File: src/rtl/wdt_pkg.sv
package wdt_pkg;
   localparam int unsigned SEL_W     = 3;
   localparam int unsigned NUM_RATES = 1 << SEL_W;
   localparam int unsigned PRE_W     = 17;

   // log2 of the divide ratio for each clock-select code
   function automatic int unsigned rate_shift(input int unsigned code);
      case (code)
         0:       rate_shift = 1;
         1:       rate_shift = 6;
         2:       rate_shift = 7;
         3:       rate_shift = 9;
         4:       rate_shift = 11;
         5:       rate_shift = 13;
         6:       rate_shift = 15;
         default: rate_shift = 17;
      endcase
   endfunction
endpackage

File: src/rtl/wdt_prescaler.sv
module wdt_prescaler
   import wdt_pkg::*;
#(
   parameter int unsigned DIV_W = PRE_W
) (
   input  logic             clk,
   input  logic             rst_n,
   input  logic             run,
   input  logic [SEL_W-1:0] sel,
   output logic             tick
);
   logic [DIV_W-1:0]     div_q;
   logic [NUM_RATES-1:0] done_vec;

   if (rate_shift(NUM_RATES - 1) > DIV_W) begin : g_width_bad
      $error("prescaler width too small for the slowest rate");
   end

   always_ff @(posedge clk or negedge rst_n) begin
      if (!rst_n)    div_q <= '0;
      else if (!run) div_q <= '0;
      else           div_q <= div_q + 1'b1;
   end

   for (genvar i = 0; i < NUM_RATES; i++) begin : g_rate
      localparam int unsigned SH = rate_shift(i);
      assign done_vec[i] = &div_q[SH-1:0];
   end

   assign tick = run & done_vec[sel];
endmodule

File: src/rtl/wdt_counter.sv
module wdt_counter #(
   parameter int unsigned CNT_W = 8
) (
   input  logic             clk,
   input  logic             rst_n,
   input  logic             run,
   input  logic             tick,
   input  logic             load,
   input  logic [CNT_W-1:0] load_val,
   output logic [CNT_W-1:0] cnt,
   output logic             wrap
);
   logic [CNT_W-1:0] cnt_q;

   assign wrap = run & tick & ~load & (&cnt_q);

   always_ff @(posedge clk or negedge rst_n) begin
      if (!rst_n)     cnt_q <= '0;
      else if (!run)  cnt_q <= '0;
      else if (load)  cnt_q <= load_val;
      else if (tick)  cnt_q <= cnt_q + 1'b1;
   end

   assign cnt = cnt_q;
endmodule

File: src/rtl/wdt_ctrl.sv
module wdt_ctrl
   import wdt_pkg::*;
#(
   parameter int unsigned     DAT_W = 8,
   parameter int unsigned     KEY_W = 8,
   parameter logic [KEY_W-1:0] KEY  = 8'h5A,
   localparam int unsigned    WD_W  = KEY_W + DAT_W
) (
   input  logic             clk,
   input  logic             rst_n,
   input  logic             bus_addr,
   input  logic             bus_wr,
   input  logic             bus_rd,
   input  logic [WD_W-1:0]  bus_wdata,
   input  logic             wrap,
   input  logic             rst_en_i,
   output logic             run,
   output logic             wdog,
   output logic [SEL_W-1:0] sel,
   output logic             ovf,
   output logic             cnt_load,
   output logic             irq_o,
   output logic             rst_req_o,
   output logic [7:0]       csr_rd
);
   logic             key_ok, csr_wr, clear_ok;
   logic             ovf_q, armed_q, run_q, wdog_q, rst_q;
   logic [SEL_W-1:0] sel_q;

   assign key_ok   = (bus_wdata[WD_W-1:DAT_W] == KEY);
   assign csr_wr   = bus_wr & ~bus_addr & key_ok;
   assign cnt_load = bus_wr &  bus_addr & key_ok;
   assign clear_ok = csr_wr & ~bus_wdata[7] & armed_q;

   always_ff @(posedge clk or negedge rst_n) begin
      if (!rst_n) begin
         ovf_q   <= 1'b0;
         armed_q <= 1'b0;
         run_q   <= 1'b0;
         wdog_q  <= 1'b0;
         sel_q   <= '0;
         rst_q   <= 1'b0;
      end else begin
         if (wrap)          ovf_q <= 1'b1;
         else if (clear_ok) ovf_q <= 1'b0;

         if (csr_wr)                          armed_q <= 1'b0;
         else if (bus_rd && !bus_addr && ovf_q) armed_q <= 1'b1;

         if (csr_wr) begin
            wdog_q <= bus_wdata[6];
            run_q  <= bus_wdata[5];
            sel_q  <= bus_wdata[SEL_W-1:0];
         end

         rst_q <= wrap & wdog_q & rst_en_i;
      end
   end

   assign run       = run_q;
   assign wdog      = wdog_q;
   assign sel       = sel_q;
   assign ovf       = ovf_q;
   assign irq_o     = ovf_q & ~wdog_q;
   assign rst_req_o = rst_q;
   assign csr_rd    = {ovf_q, wdog_q, run_q, 2'b11, sel_q};
endmodule

File: src/rtl/wdt_timer.sv
module wdt_timer
   import wdt_pkg::*;
#(
   parameter int unsigned      CNT_W = 8,
   parameter int unsigned      KEY_W = 8,
   parameter logic [KEY_W-1:0] KEY   = 8'h5A,
   localparam int unsigned     WD_W  = KEY_W + CNT_W
) (
   input  logic             clk,
   input  logic             rst_n,
   input  logic             bus_addr,
   input  logic             bus_wr,
   input  logic             bus_rd,
   input  logic [WD_W-1:0]  bus_wdata,
   output logic [CNT_W-1:0] bus_rdata,
   input  logic             rst_en_i,
   output logic             irq_o,
   output logic             rst_req_o
);
   if (CNT_W < 8) begin : g_cnt_bad
      $error("counter must be at least one byte wide");
   end

   logic             run, wdog, ovf, cnt_load, tick, wrap;
   logic [SEL_W-1:0] sel;
   logic [CNT_W-1:0] cnt;
   logic [7:0]       csr_rd;

   wdt_ctrl #(.DAT_W(CNT_W), .KEY_W(KEY_W), .KEY(KEY)) u_ctrl (
      .clk(clk), .rst_n(rst_n), .bus_addr(bus_addr), .bus_wr(bus_wr),
      .bus_rd(bus_rd), .bus_wdata(bus_wdata), .wrap(wrap), .rst_en_i(rst_en_i),
      .run(run), .wdog(wdog), .sel(sel), .ovf(ovf), .cnt_load(cnt_load),
      .irq_o(irq_o), .rst_req_o(rst_req_o), .csr_rd(csr_rd)
   );

   wdt_prescaler #(.DIV_W(PRE_W)) u_pre (
      .clk(clk), .rst_n(rst_n), .run(run), .sel(sel), .tick(tick)
   );

   wdt_counter #(.CNT_W(CNT_W)) u_cnt (
      .clk(clk), .rst_n(rst_n), .run(run), .tick(tick), .load(cnt_load),
      .load_val(bus_wdata[CNT_W-1:0]), .cnt(cnt), .wrap(wrap)
   );

   assign bus_rdata = bus_addr ? cnt : CNT_W'(csr_rd);
endmodule

File: config.mk
export PLATFORM = sky130hd
export DESIGN_NAME = wdt_timer
export DESIGN_NICKNAME = d
export VERILOG_FILES = /design/src/rtl/wdt_pkg.sv /design/src/rtl/wdt_prescaler.sv /design/src/rtl/wdt_counter.sv /design/src/rtl/wdt_ctrl.sv /design/src/rtl/wdt_timer.sv
export SDC_FILE = /design/constraint.sdc
export NUM_CORES = 1
export LEC_CHECK = 0
export ABC_AREA = 0
export CORE_MARGIN = 2
export CORE_UTILIZATION = 43
export DETAILED_ROUTE_END_ITERATION = 12
export DONT_BUFFER_PORTS = 1
export GPL_TIMING_DRIVEN = 1
export PLACE_DENSITY_LB_ADDON = 0.08
export SETUP_SLACK_MARGIN = 0.4
export SYNTH_ARGS = -nofsm -noshare
export SYNTH_HDL_FRONTEND = slang
export SYNTH_SLANG_ARGS = --single-unit
export TNS_END_PERCENT = 20
File: constraint.sdc
create_clock -name clk -period 2.7 [get_ports clk]
set_input_delay 0 -clock clk [delete_from_list [all_inputs] [get_ports clk]]
set_output_delay 0 -clock clk [all_outputs]
set_load 0.1 [all_outputs]
==> results.md <==
Setup path:
- For the worst setup path, the data arrival time is 2.51 ns.
- The worst setup path is of the reg -> reg kind.
- The termination of the worst setup path is u_cnt.cnt[3]$_DFFE_PN0P_.
- For the worst setup path, the data required time is 2.91 ns.
- The end of the worst register-to-register path is u_cnt.cnt[3]$_DFFE_PN0P_.
- STA classifies the critical path endpoint as a register.
- The cell depth of the worst flop-to-flop path is 11.
- STA classifies the critical path startpoint as a register.
- The beginning of the critical path is u_pre.div_q[5]$_DFF_PN0_.
- The setup check on the worst reg-to-reg path leaves a slack of 0.41 ns.
- The maximum fanout along the worst path is 6.
- In this run the critical register-to-register path is launched from u_pre.div_q[5]$_DFF_PN0_.

Global route:
- The first global-routing pass estimated 7196 microns of wire.
- The aggregate global routing overflow is 0.
- The number of global-route vias before repair is 1561.
- The initial antenna violation count is 0.
- Global routing used 21.43% of the available tracks.
- The largest net degree at the start of global routing is 34.

Clocking:
- The longest clock path from root to sink contains 2 buffers.
- Clock-pin slew was measured on the worst setup and hold paths at 0.07 ns.
- The clock drives 33 sinks.
- Clock latency on the worst-skew pair, taken at its later pin, is 0.29 ns.
- The CTS root buffer is clkbuf_8.
- The H-tree depth is 2.
- The number of buffers created by CTS is 5.
- The clock tree from TritonCTS is yes.

Floorplan:
- The number of ports placed on the die boundary is 32.
- From left edge to right edge, the die measures 68.37 microns.
- The row count is 23.
- The initial standard-cell utilization of the core is 44.54%.
- After floorplanning, the core was sized to cover 4000 sq um.
- The die is 68.37 microns tall.
- The floorplan step defined a die boundary enclosing 4674 sq um.

Yosys:
- The sequential fraction of the synthesis area is 46.35%.
- The number of nets in the synthesized netlist is 214.
- The synthesized flop and latch total is 33.
- The top-area cell type share of the netlist area is 46.35%.
- For this run, the number of Yosys warnings is 0.
- The number of distinct library cell variants in the gate-level netlist after synthesis is 37.
- Synthesis produced 188 cells.
- The post-synth design cell area is 1782 sq um.
- dfrtp_1 takes more of the synthesized area than any other cell.
- Averaged over all synthesized cells, the footprint is 9.477 sq um.
- Yosys attributes the largest share of cell area to dfrtp_1, xor2_1, o21ai_0.

Place:
- The detailed placement HPWL is 2905 microns.
- The count of buffers added on input and output ports is 0.
- Routability-driven placement finished with a final weighted congestion of 0.7739.

Drt:
- After detailed routing, the average wire length per cell comes to 15.97 microns.
- The remaining routing DRC violations is 0.
- For this run, the detailed router's first-pass iteration total came to 4.
- The total number of vias is 1468.
- The final antenna-violating net count is 0.
- The wire length reported by the detailed router is 4280 microns.
- The via-per-instance ratio is 5.478.
- The number of design-rule violations left by the first detailed-router iteration is 125.

Power and ir drop:
- In this run the power density over the cells is 599.9 nW/um^2.
- The reported leakage power is 1.001 nW.
- Summing internal, switching and leakage power gives 0.001358 W.
- The peak supply drop is 374.5 uV.

STA:
- Summed over all failing endpoints, the final setup total negative slack is 0 ns.
- The minimum clock period is 2.295 ns.
- The maximum clock frequency is 435.8 MHz.
- The worst hold slack across all endpoints is 0.1775 ns.
- After layout, the worst path uses 84.99% of the clock period.
- The max-slew violation count is 0.
- The worst pin sits at a relative slew slack of 32.39%.
- The final setup skew is 0.007259 ns.
- The final hold violation count came to 0.
- The measured slew at the worst slew-check pin is 1.018 ns.
- The final number of setup-violating endpoints is 0.
- Setup repair after global routing could not meet its margin everywhere.

Final layout:
- The top cell types in the final layout, fill and taps aside, are dfrtp_1, nand2_1, nor2_1, buf_4.
- Cells with a size suffix above 1 make up 23.85% of the layout.
- The multi-input combinational cells in the finished layout cover a total of 1011 sq um.
- The number of nets in the layout is 245.
- 0 antenna diodes ended up in the layout.
- Leaving out fill and tap cells, the most frequent cell in the layout is dfrtp_1.
- The synthesis-to-finish area growth is 27.04%.
- Cells fill 56.58% of the core in the end.
- The count of fill cells added during filler insertion is 373.
- The area of all sequential standard cells is 825.8 sq um.

Hold path:
- The path class of the tightest hold or removal check is in -> async.

Status:
- The flow ran to the end, and the final reports show no timing, DRC or antenna violations.

Run:
- The max-cap violation count is 0.
## synth_stat cells
cell / n
nand4bb_1: 1
nand3_2: 1
o21ai_0: 15
xnor2_1: 6
nor4b_1: 1
nand2_1: 19
or4_1: 1
ha_1: 4
a211o_1: 1
a32o_1: 1
buf_2: 1
nor4_1: 4
nor2b_1: 2
clkbuf_1: 5
nand3b_1: 2
and4_1: 1
and4bb_2: 1
nand2b_1: 2
nor3_1: 2
mux2i_1: 2
and2_1: 6
mux2_2: 6
a32oi_1: 1
a31oi_1: 2
nand4_1: 2
a32o_2: 1
xor2_1: 12
or3_4: 1
a211oi_1: 1
or3_1: 2
a21oi_1: 8
nor2_1: 18
dfrtp_1: 33
nand3_1: 11
inv_1: 6
and3_1: 5
a21o_1: 1
## worst max-delay path: stages, from the launching register on
cell,delay (ns)
dfrtp_1,0.36
and4_4,0.25
nand2_4,0.06
nor2_4,0.12
and3_4,0.19
ha_1,0.13
nand2_1,0.06
nand3_2,0.11
a21oi_4,0.05
or3_4,0.40
or3_1,0.32
a31oi_1,0.16
## through the flow
stage	instances	worst slack, ns	area, sq um
after global placement	239	0.1970	1887
final	268	0.4053	2263
after CTS	268	0.4014	2245
after detailed placement	239	0.05116	1887
after floorplan	188	0.1370	1782
after global routing	268	0.2990	2263
## logic make-up after synthesis
family	after synthesis	synth area share, %
and+or+nand+nor	82	24.30
adders and majority gates	4	2.809
AOI/OAI and AO/OA	31	10.18
muxes	8	4.916
buffers and inverters	12	2.598
DFF	33	46.35
xor gates and xnor gates	18	8.848
## flip-flops by register name (all words and copies together), names as in the netlist
| signal | flops |
|---|---|
| u_pre.div_q | 17 |
| u_cnt.cnt | 8 |
| u_ctrl.sel | 3 |
| u_ctrl.armed_q | 1 |
| u_ctrl.ovf | 1 |
| u_ctrl.rst_req_o | 1 |
| u_ctrl.run | 1 |
| u_ctrl.wdog | 1 |
## worst min-delay path by stage
stage | startpoint | endpoint | slack, ns | depth (start not counted)
after CTS | rst_n | u_pre.div_q[16]$_DFF_PN0_ | 0.18 | 2
final | rst_n | u_pre.div_q[4]$_DFF_PN0_ | 0.18 | 2
after floorplan | rst_n | u_cnt.cnt[0]$_DFFE_PN0P_ | -0.30 | 0
after global placement | rst_n | u_pre.div_q[5]$_DFF_PN0_ | -0.29 | 0
after detailed placement | rst_n | u_pre.div_q[0]$_DFF_PN0_ | -0.29 | 0
after global routing | rst_n | u_pre.div_q[4]$_DFF_PN0_ | 0.18 | 2
## metal layers
layer  wire length (microns)  track usage (%)  vias up
li1                        -                -      716
met1                    1808            24.32      712
met3                     188            6.086        6
met4                      59            7.750        0
met5                       0                0        -
met2                    2224            38.11       34
## layout make-up
class / instances / area share [%]
multi-input combinational: 143 / 44.67
clock buffer: 5 / 3.040
timing repair buffer: 30 / 11.83
sequential: 33 / 36.48
tap: 50 / 2.764
clock inverter: 1 / 0.2211
inverter: 6 / 0.9950
## timing repair
item,4_1_cts,5_1_grt
pin swaps,9,2
resized for setup,15,4
hold buffers,13,0
setup endpoints to repair,10,10
buffers inserted,10,0
endpoints found under the hold margin,49,0
## report_power, final
| group | leakage [nW] | internal, W | switching [W] |
|---|---|---|---|
| Combinational | 0.523 | 0.000169 | 0.000223 |
| Sequential | 0.437 | 0.000560 | 0.0000639 |
| Clock | 0.0399 | 0.000169 | 0.000173 |
Power figures use the tool's default switching activity.
